==> src/rtl/bw_mult_pkg.sv <==
package bw_mult_pkg;

  // A partial-product bit is complemented when exactly one of its
  // operand bits is a sign bit.
  function automatic bit pp_is_inverted(input int col, input int row, input int width);
    return (col == width - 1) != (row == width - 1);
  endfunction

endpackage

==> src/rtl/bw_full_add.sv <==
module bw_full_add (
  input  logic x,
  input  logic y,
  input  logic ci,
  output logic s,
  output logic co
);
  assign s  = x ^ y ^ ci;
  assign co = (x & y) | (x & ci) | (y & ci);
endmodule

==> src/rtl/bw_cell.sv <==
module bw_cell #(
  parameter bit INVERT = 1'b0
) (
  input  logic a_bit,
  input  logic b_bit,
  input  logic sum_in,
  input  logic carry_in,
  output logic sum_out,
  output logic carry_out
);
  logic pp;

  generate
    if (INVERT) begin : g_nand
      assign pp = ~(a_bit & b_bit);
    end else begin : g_and
      assign pp = a_bit & b_bit;
    end
  endgenerate

  bw_full_add u_fa (
    .x  (pp),
    .y  (sum_in),
    .ci (carry_in),
    .s  (sum_out),
    .co (carry_out)
  );
endmodule

==> src/rtl/bw_final_row.sv <==
module bw_final_row #(
  parameter int WIDTH = 4
) (
  input  logic [WIDTH-2:0] upper_sum,
  input  logic [WIDTH-1:0] low_carry,
  output logic [WIDTH-1:0] hi
);
  localparam int W = WIDTH;

  // rip[0] is the injected +2^W correction.
  logic [W-1:0] rip;
  assign rip[0] = 1'b1;

  generate
    for (genvar k = 0; k < W; k++) begin : g_col
      if (k < W - 1) begin : g_full
        bw_full_add u_fa (
          .x  (upper_sum[k]),
          .y  (low_carry[k]),
          .ci (rip[k]),
          .s  (hi[k]),
          .co (rip[k+1])
        );
      end else begin : g_top
        // The injected constant one (weight 2^(2W-1)) is the operand here.
        // The carry out of this position lies beyond the product and is dropped.
        assign hi[k] = ~(low_carry[k] ^ rip[k]);
      end
    end
  endgenerate
endmodule

==> src/rtl/bw_array.sv <==
module bw_array #(
  parameter int WIDTH = 4
) (
  input  logic [WIDTH-1:0]   a,
  input  logic [WIDTH-1:0]   b,
  output logic [2*WIDTH-1:0] prod
);
  import bw_mult_pkg::*;

  localparam int W = WIDTH;

  wire [W-1:0] s_row [W];
  wire [W-1:0] c_row [W];

  generate
    for (genvar j = 0; j < W; j++) begin : g_row
      for (genvar i = 0; i < W; i++) begin : g_col
        logic sin_w;
        logic cin_w;
        if (j == 0) begin : g_first
          assign sin_w = 1'b0;
          assign cin_w = 1'b0;
        end else begin : g_next
          assign cin_w = c_row[j-1][i];
          if (i == W - 1) begin : g_edge
            assign sin_w = 1'b0;
          end else begin : g_diag
            assign sin_w = s_row[j-1][i+1];
          end
        end

        bw_cell #(.INVERT(pp_is_inverted(i, j, W))) u_cell (
          .a_bit     (a[i]),
          .b_bit     (b[j]),
          .sum_in    (sin_w),
          .carry_in  (cin_w),
          .sum_out   (s_row[j][i]),
          .carry_out (c_row[j][i])
        );
      end
      // Each row retires one low-order product bit.
      assign prod[j] = s_row[j][0];
    end
  endgenerate

  bw_final_row #(.WIDTH(W)) u_final (
    .upper_sum (s_row[W-1][W-1:1]),
    .low_carry (c_row[W-1]),
    .hi        (prod[2*W-1:W])
  );
endmodule

==> src/rtl/bw_mult.sv <==
module bw_mult #(
  parameter int WIDTH = 4
) (
  input  logic               clk,
  input  logic               rst,
  input  logic [WIDTH-1:0]   a,
  input  logic [WIDTH-1:0]   b,
  output logic [2*WIDTH-1:0] p
);
  localparam int PW = 2 * WIDTH;

  logic [PW-1:0] prod_c;

  bw_array #(.WIDTH(WIDTH)) u_array (
    .a    (a),
    .b    (b),
    .prod (prod_c)
  );

  always_ff @(posedge clk) begin
    if (rst) p <= '0;
    else     p <= prod_c;
  end
endmodule

==> config.mk <==
export PLATFORM = sky130hd
export DESIGN_NAME = bw_mult
export DESIGN_NICKNAME = d
export VERILOG_FILES = /design/src/rtl/bw_mult_pkg.sv /design/src/rtl/bw_full_add.sv /design/src/rtl/bw_cell.sv /design/src/rtl/bw_final_row.sv /design/src/rtl/bw_array.sv /design/src/rtl/bw_mult.sv
export SDC_FILE = /design/constraint.sdc
export NUM_CORES = 1
export LEC_CHECK = 0
export BUFFER_PORTS_ARGS = -buffer_cell sky130_fd_sc_hd__buf_2
export CAP_MARGIN = 20
export CELL_PAD_IN_SITES_DETAIL_PLACEMENT = 1
export CELL_PAD_IN_SITES_GLOBAL_PLACEMENT = 2
export CORE_MARGIN = 2
export CORE_UTILIZATION = 28
export DETAILED_ROUTE_END_ITERATION = 8
export PLACE_DENSITY_LB_ADDON = 0.3
export SLEW_MARGIN = 20
export SYNTH_ARGS = -nofsm -noshare
export SYNTH_HDL_FRONTEND = slang
export SYNTH_SLANG_ARGS = --single-unit
==> constraint.sdc <==
create_clock -name clk -period 4.3 [get_ports clk]
set_input_delay 0.645 -clock clk [delete_from_list [all_inputs] [get_ports clk]]
set_output_delay 0.645 -clock clk [all_outputs]
set_load 0.03 [all_outputs]
# Word-level counts from Yosys, hierarchy flattened
# Cells that the tools add are included.
totals:
  regBits: 8
  in_bits: 10
op_classes:
  n_bitwise: 90
op_table:
  columns: ["cell", "count"]
  rows:
  - ["$and 1x1->1", 44]
  - ["$xor 1x1->1", 20]
  - ["$or 1x1->1", 18]
  - ["$not 1->1", 8]

# Longest topological paths before layout
logic_depth:
  word_depth: 18
  depth_mapped: 13
  depth_no_buf: 13

# By module
# A second synthesis with hierarchy kept.
unflattened:
  cells_unflattened: 58
  area_unflattened_um2: 721.9
modules_own_cells:
  columns: ["mod", "cells_per_inst", "instances", "seq_area_each_um2", "area_per_inst_um2"]
  rows:
  - ["bw_full_add", 1, 19, 0.0, 20.0]
  - ["bw_mult", 16, 1, 160.2, 210.2]
  - ["bw_cell at u_array.g_row[0].g_col[0].u_cell ...", 1, 10, 0.0, 6.3]
  - ["bw_array", 5, 1, 0.0, 33.8]
  - ["bw_cell at u_array.g_row[0].g_col[3].u_cell ...", 1, 6, 0.0, 3.8]
  - ["bw_final_row", 2, 1, 0.0, 12.5]

# Least setup slack after synthesis
# No wires, ideal clock.
synth_timing:
  kind: "input to register"
  from: "input b[1]"
  to: "register p[6]"
  cell_stages: 13
  path_slack_ns: 1.128
  required_ns: 4.236
  setup_ns: 0.064
  n_path_buf: 0
  arrival_ns: 3.108
  path_cell_list: "and2_1 > ha_1 > inv_1 > fa_1 > inv_1 > fa_1 > inv_1 > ha_1 > inv_1 > fa_1 > inv_1 > fa_1 > nor2_1"
synth_between:
  elab_chain_cells: 15
  elab_cells_between_ends: 56
synth_lines:
  columns: ["element", "line_no", "text"]
  rows:
  - ["start: declaration", "bw_mult.sv:7", "input logic [WIDTH-1:0] b,"]
  - ["$and 1x1->1", "bw_cell.sv:17", "assign pp = a_bit & b_bit;"]
  - ["$xor 1x1->1 or $and 1x1->1 (tied branches)", "bw_full_add.sv:8, bw_full_add.sv:9", null]
  - ["$and 1x1->1", "bw_full_add.sv:9", "assign co = (x & y) | (x & ci) | (y & ci);"]
  - ["$or 1x1->1 (2 in a row)", "bw_full_add.sv:9", null]
  - ["$and 1x1->1", "bw_full_add.sv:9", null]
  - ["$or 1x1->1 (2 in a row)", "bw_full_add.sv:9", null]
  - ["$and 1x1->1", "bw_full_add.sv:9", null]
  - ["$or 1x1->1 (2 in a row)", "bw_full_add.sv:9", null]
  - ["$and 1x1->1", "bw_full_add.sv:9", null]
  - ["$or 1x1->1 (2 in a row)", "bw_full_add.sv:9", null]
  - ["$xor 1x1->1 (*)", "bw_full_add.sv:8", "assign s = x ^ y ^ ci;"]
  - ["end signal: assignment", "bw_mult.sv:22", "else p <= prod_c;"]
  - ["end: declaration", "bw_mult.sv:8", "output logic [2*WIDTH-1:0] p"]
# Every way passes the cells marked *; elsewhere a longest branch is shown, timed or not.
# A chain may end at the register's enable or synchronous reset.

# Worst setup path after layout
# Same ends and word-level chain as after synthesis.

==> impl_metrics.json <==
{
  "syn_nets": 74,
  "holdCritStartpoint": "rst",
  "setup_tns_ps": 0,
  "rsz0062_at_grt": "no",
  "crit_chain": "buf_2, and2_1, ha_1, inv_1, fa_1, inv_1, fa_1, inv_1, ha_1, inv_1, fa_1, inv_1, fa_1, nor2_1",
  "cap_violations": 0,
  "synth_cell_types": 9,
  "fin_area_sq_um": 678.2,
  "syn_area_per_cell_sq_um": 10.37,
  "postCtsResizedCells": 0,
  "firstDrtPassIters": 2,
  "startpoint_type": "input pin",
  "worst_path_max_delay_cell": "fa_1",
  "routabilityCongestion": 0.6981,
  "nets": 96,
  "dr.max_layer_used": "met4",
  "power_density_nw_per_um2": 353.2,
  "clock_sinks": 8,
  "num_vias": 386,
  "viasPerCell": 3.979,
  "final_cell_mix": "buf_2, inv_1, nand2_1, fa_1, dfxtp_1",
  "drc": 0,
  "htree_levels": 1,
  "max_slew_margin": 0.8972,
  "die_w_um": 47.89,
  "numCtsBuffers": 3,
  "critPathLaunch": "b[1]",
  "final-max-slew-violation-count": 0,
  "gr-total-overflow": 0,
  "area_delta_synth_final_pct": 25.75,
  "track_usage": 0.09969,
  "crit_family": "adder cells",
  "routed_wl_um": 911,
  "rows": 15,
  "period_needed_ps": 3139,
  "die_h_um": 47.89,
  "ys_seq_area_frac": 0.2970,
  "cts_hold_buf": 0,
  "postCtsSetupBuffers": 0,
  "hold_class": "input pin to register",
  "drtIter0Drc": 1,
  "dp_hpwl_um": 845,
  "layout.cells.non_filler": 97,
  "wl_met2_um": 468,
  "core_sq_um": 1764,
  "max_stage_delay_ps": 490,
  "largestRegisters": "p: 8 flops",
  "dp_slack_ps": 890.4,
  "crit_path_frequent_cell": "inv_1",
  "drive_above_1_share": 0.3611,
  "irDropWorstVdd_uv": 125.1,
  "fmax_mhz": 318.6,
  "endpoint_kind": "register",
  "routed-wl-met3_um": 44,
  "ant_nets": 0,
  "cts_buffer_depth": 2,
  "cp.arrival_ps": 3320,
  "status": "finished, final reports clean",
  "grt_pass1_vias": 399,
  "portBuffers": 17,
  "postSynthCellCount": 52,
  "clockRootBuffer": "clkbuf_4",
  "nFillCells": 232,
  "setup_ws_ps": 1161,
  "largest_register_ffs": 8,
  "setup_viol_count_final": 0,
  "num_antenna_cells": 0,
  "top_register": "p",
  "wl_met1_um": 371,
  "grt_pass1_wl_mm": 1.538,
  "path_max_fanout": 4,
  "leakagePower_nw": 0.3670,
  "syn_area_sq_um": 539.3,
  "yosys_warnings": 0,
  "cp.required_ps": 4480,
  "postPlaceCellArea_sq_um": 655.6,
  "synth-seq-cells": 8,
  "cts_tree": "done",
  "grt_max_degree": 9,
  "path_buf_inv": 6,
  "wl_per_cell_um": 9.392,
  "dieArea_sq_um": 2293,
  "fin_crit_sh": 0.7299,
  "final_common_cell": "buf_2",
  "dp_cells": 94,
  "worst_pin_slew_ps": 155.2,
  "hold_viol": 0,
  "antenna_found_initial": 0,
  "clk_pin_slew_worst_paths_ps": 50,
  "io-pin-count": 18,
  "critPathKind": "input pin to register",
  "initial_core_util": 0.3057
}
[layout make-up]
type	count	area, sq um	share of cell area
sequential	8	160.2	0.2362
clock buffer	3	22.52	0.03321
multi-input combinational	35	345.3	0.5092
tap	25	31.28	0.04613
inverter	9	33.78	0.04982
timing repair buffer	17	85.08	0.1255
[synthesized netlist by cell type]
| master | count | share of area |
|---|---|---|
| fa_1 | 8 | 0.30 |
| nor2_1 | 2 | 0.014 |
| ha_1 | 4 | 0.093 |
| inv_1 | 9 | 0.063 |
| dfxtp_1 | 8 | 0.30 |
| and2_1 | 7 | 0.081 |
| and3b_2 | 1 | 0.019 |
| and2b_2 | 5 | 0.081 |
| nand2_1 | 8 | 0.056 |
[power breakdown]
| group | total (mW) | internal (mW) | switching [mW] | leakage [nW] |
|---|---|---|---|---|
| sequential | 0.0898 | 0.0875 | 0.00227 | 0.0665 |
| combinational | 0.0973 | 0.0374 | 0.0599 | 0.287 |
| clock | 0.0524 | 0.0316 | 0.0208 | 0.0138 |
[per-layer routing]
layer  GRT usage  up-vias
met5           0        -
met4     0.08108        0
met3     0.01132        2
met2      0.1600       11
met1      0.1185      180
li1            -      193
[kinds of logic (layout without fill, tap and decap cells)]
| logic type | Yosys count | count (layout) | share of synthesized area |
|---|---|---|---|
| fa+ha+maj | 12 | 12 | 0.3898 |
| buf+inv | 9 | 29 | 0.06264 |
| flops | 8 | 8 | 0.2970 |
| simple gates | 23 | 23 | 0.2506 |
[metrics by stage]
| step | total power, mW | hold WS, ps | utilization |
|---|---|---|---|
| 5_1_grt | 0.2654 | 670.9 | 0.3844 |
| 3_3_place_gp | 0.1902 | 897.6 | 0.3716 |
| 4_1_cts | 0.2464 | 651.4 | 0.3844 |
| 6_report | 0.2395 | 653.5 | 0.3844 |
| 2_1_floorplan | 0.1612 | 711.7 | - |
| 3_5_place_dp | 0.1925 | 905.9 | 0.3716 |
[final timing paths]
kind | to | depth (start not counted)
setup / recovery | p[6]$_SDFF_PP0_ | 14
hold / removal | p[6]$_SDFF_PP0_ | 2
Power figures use the tool's default switching activity.
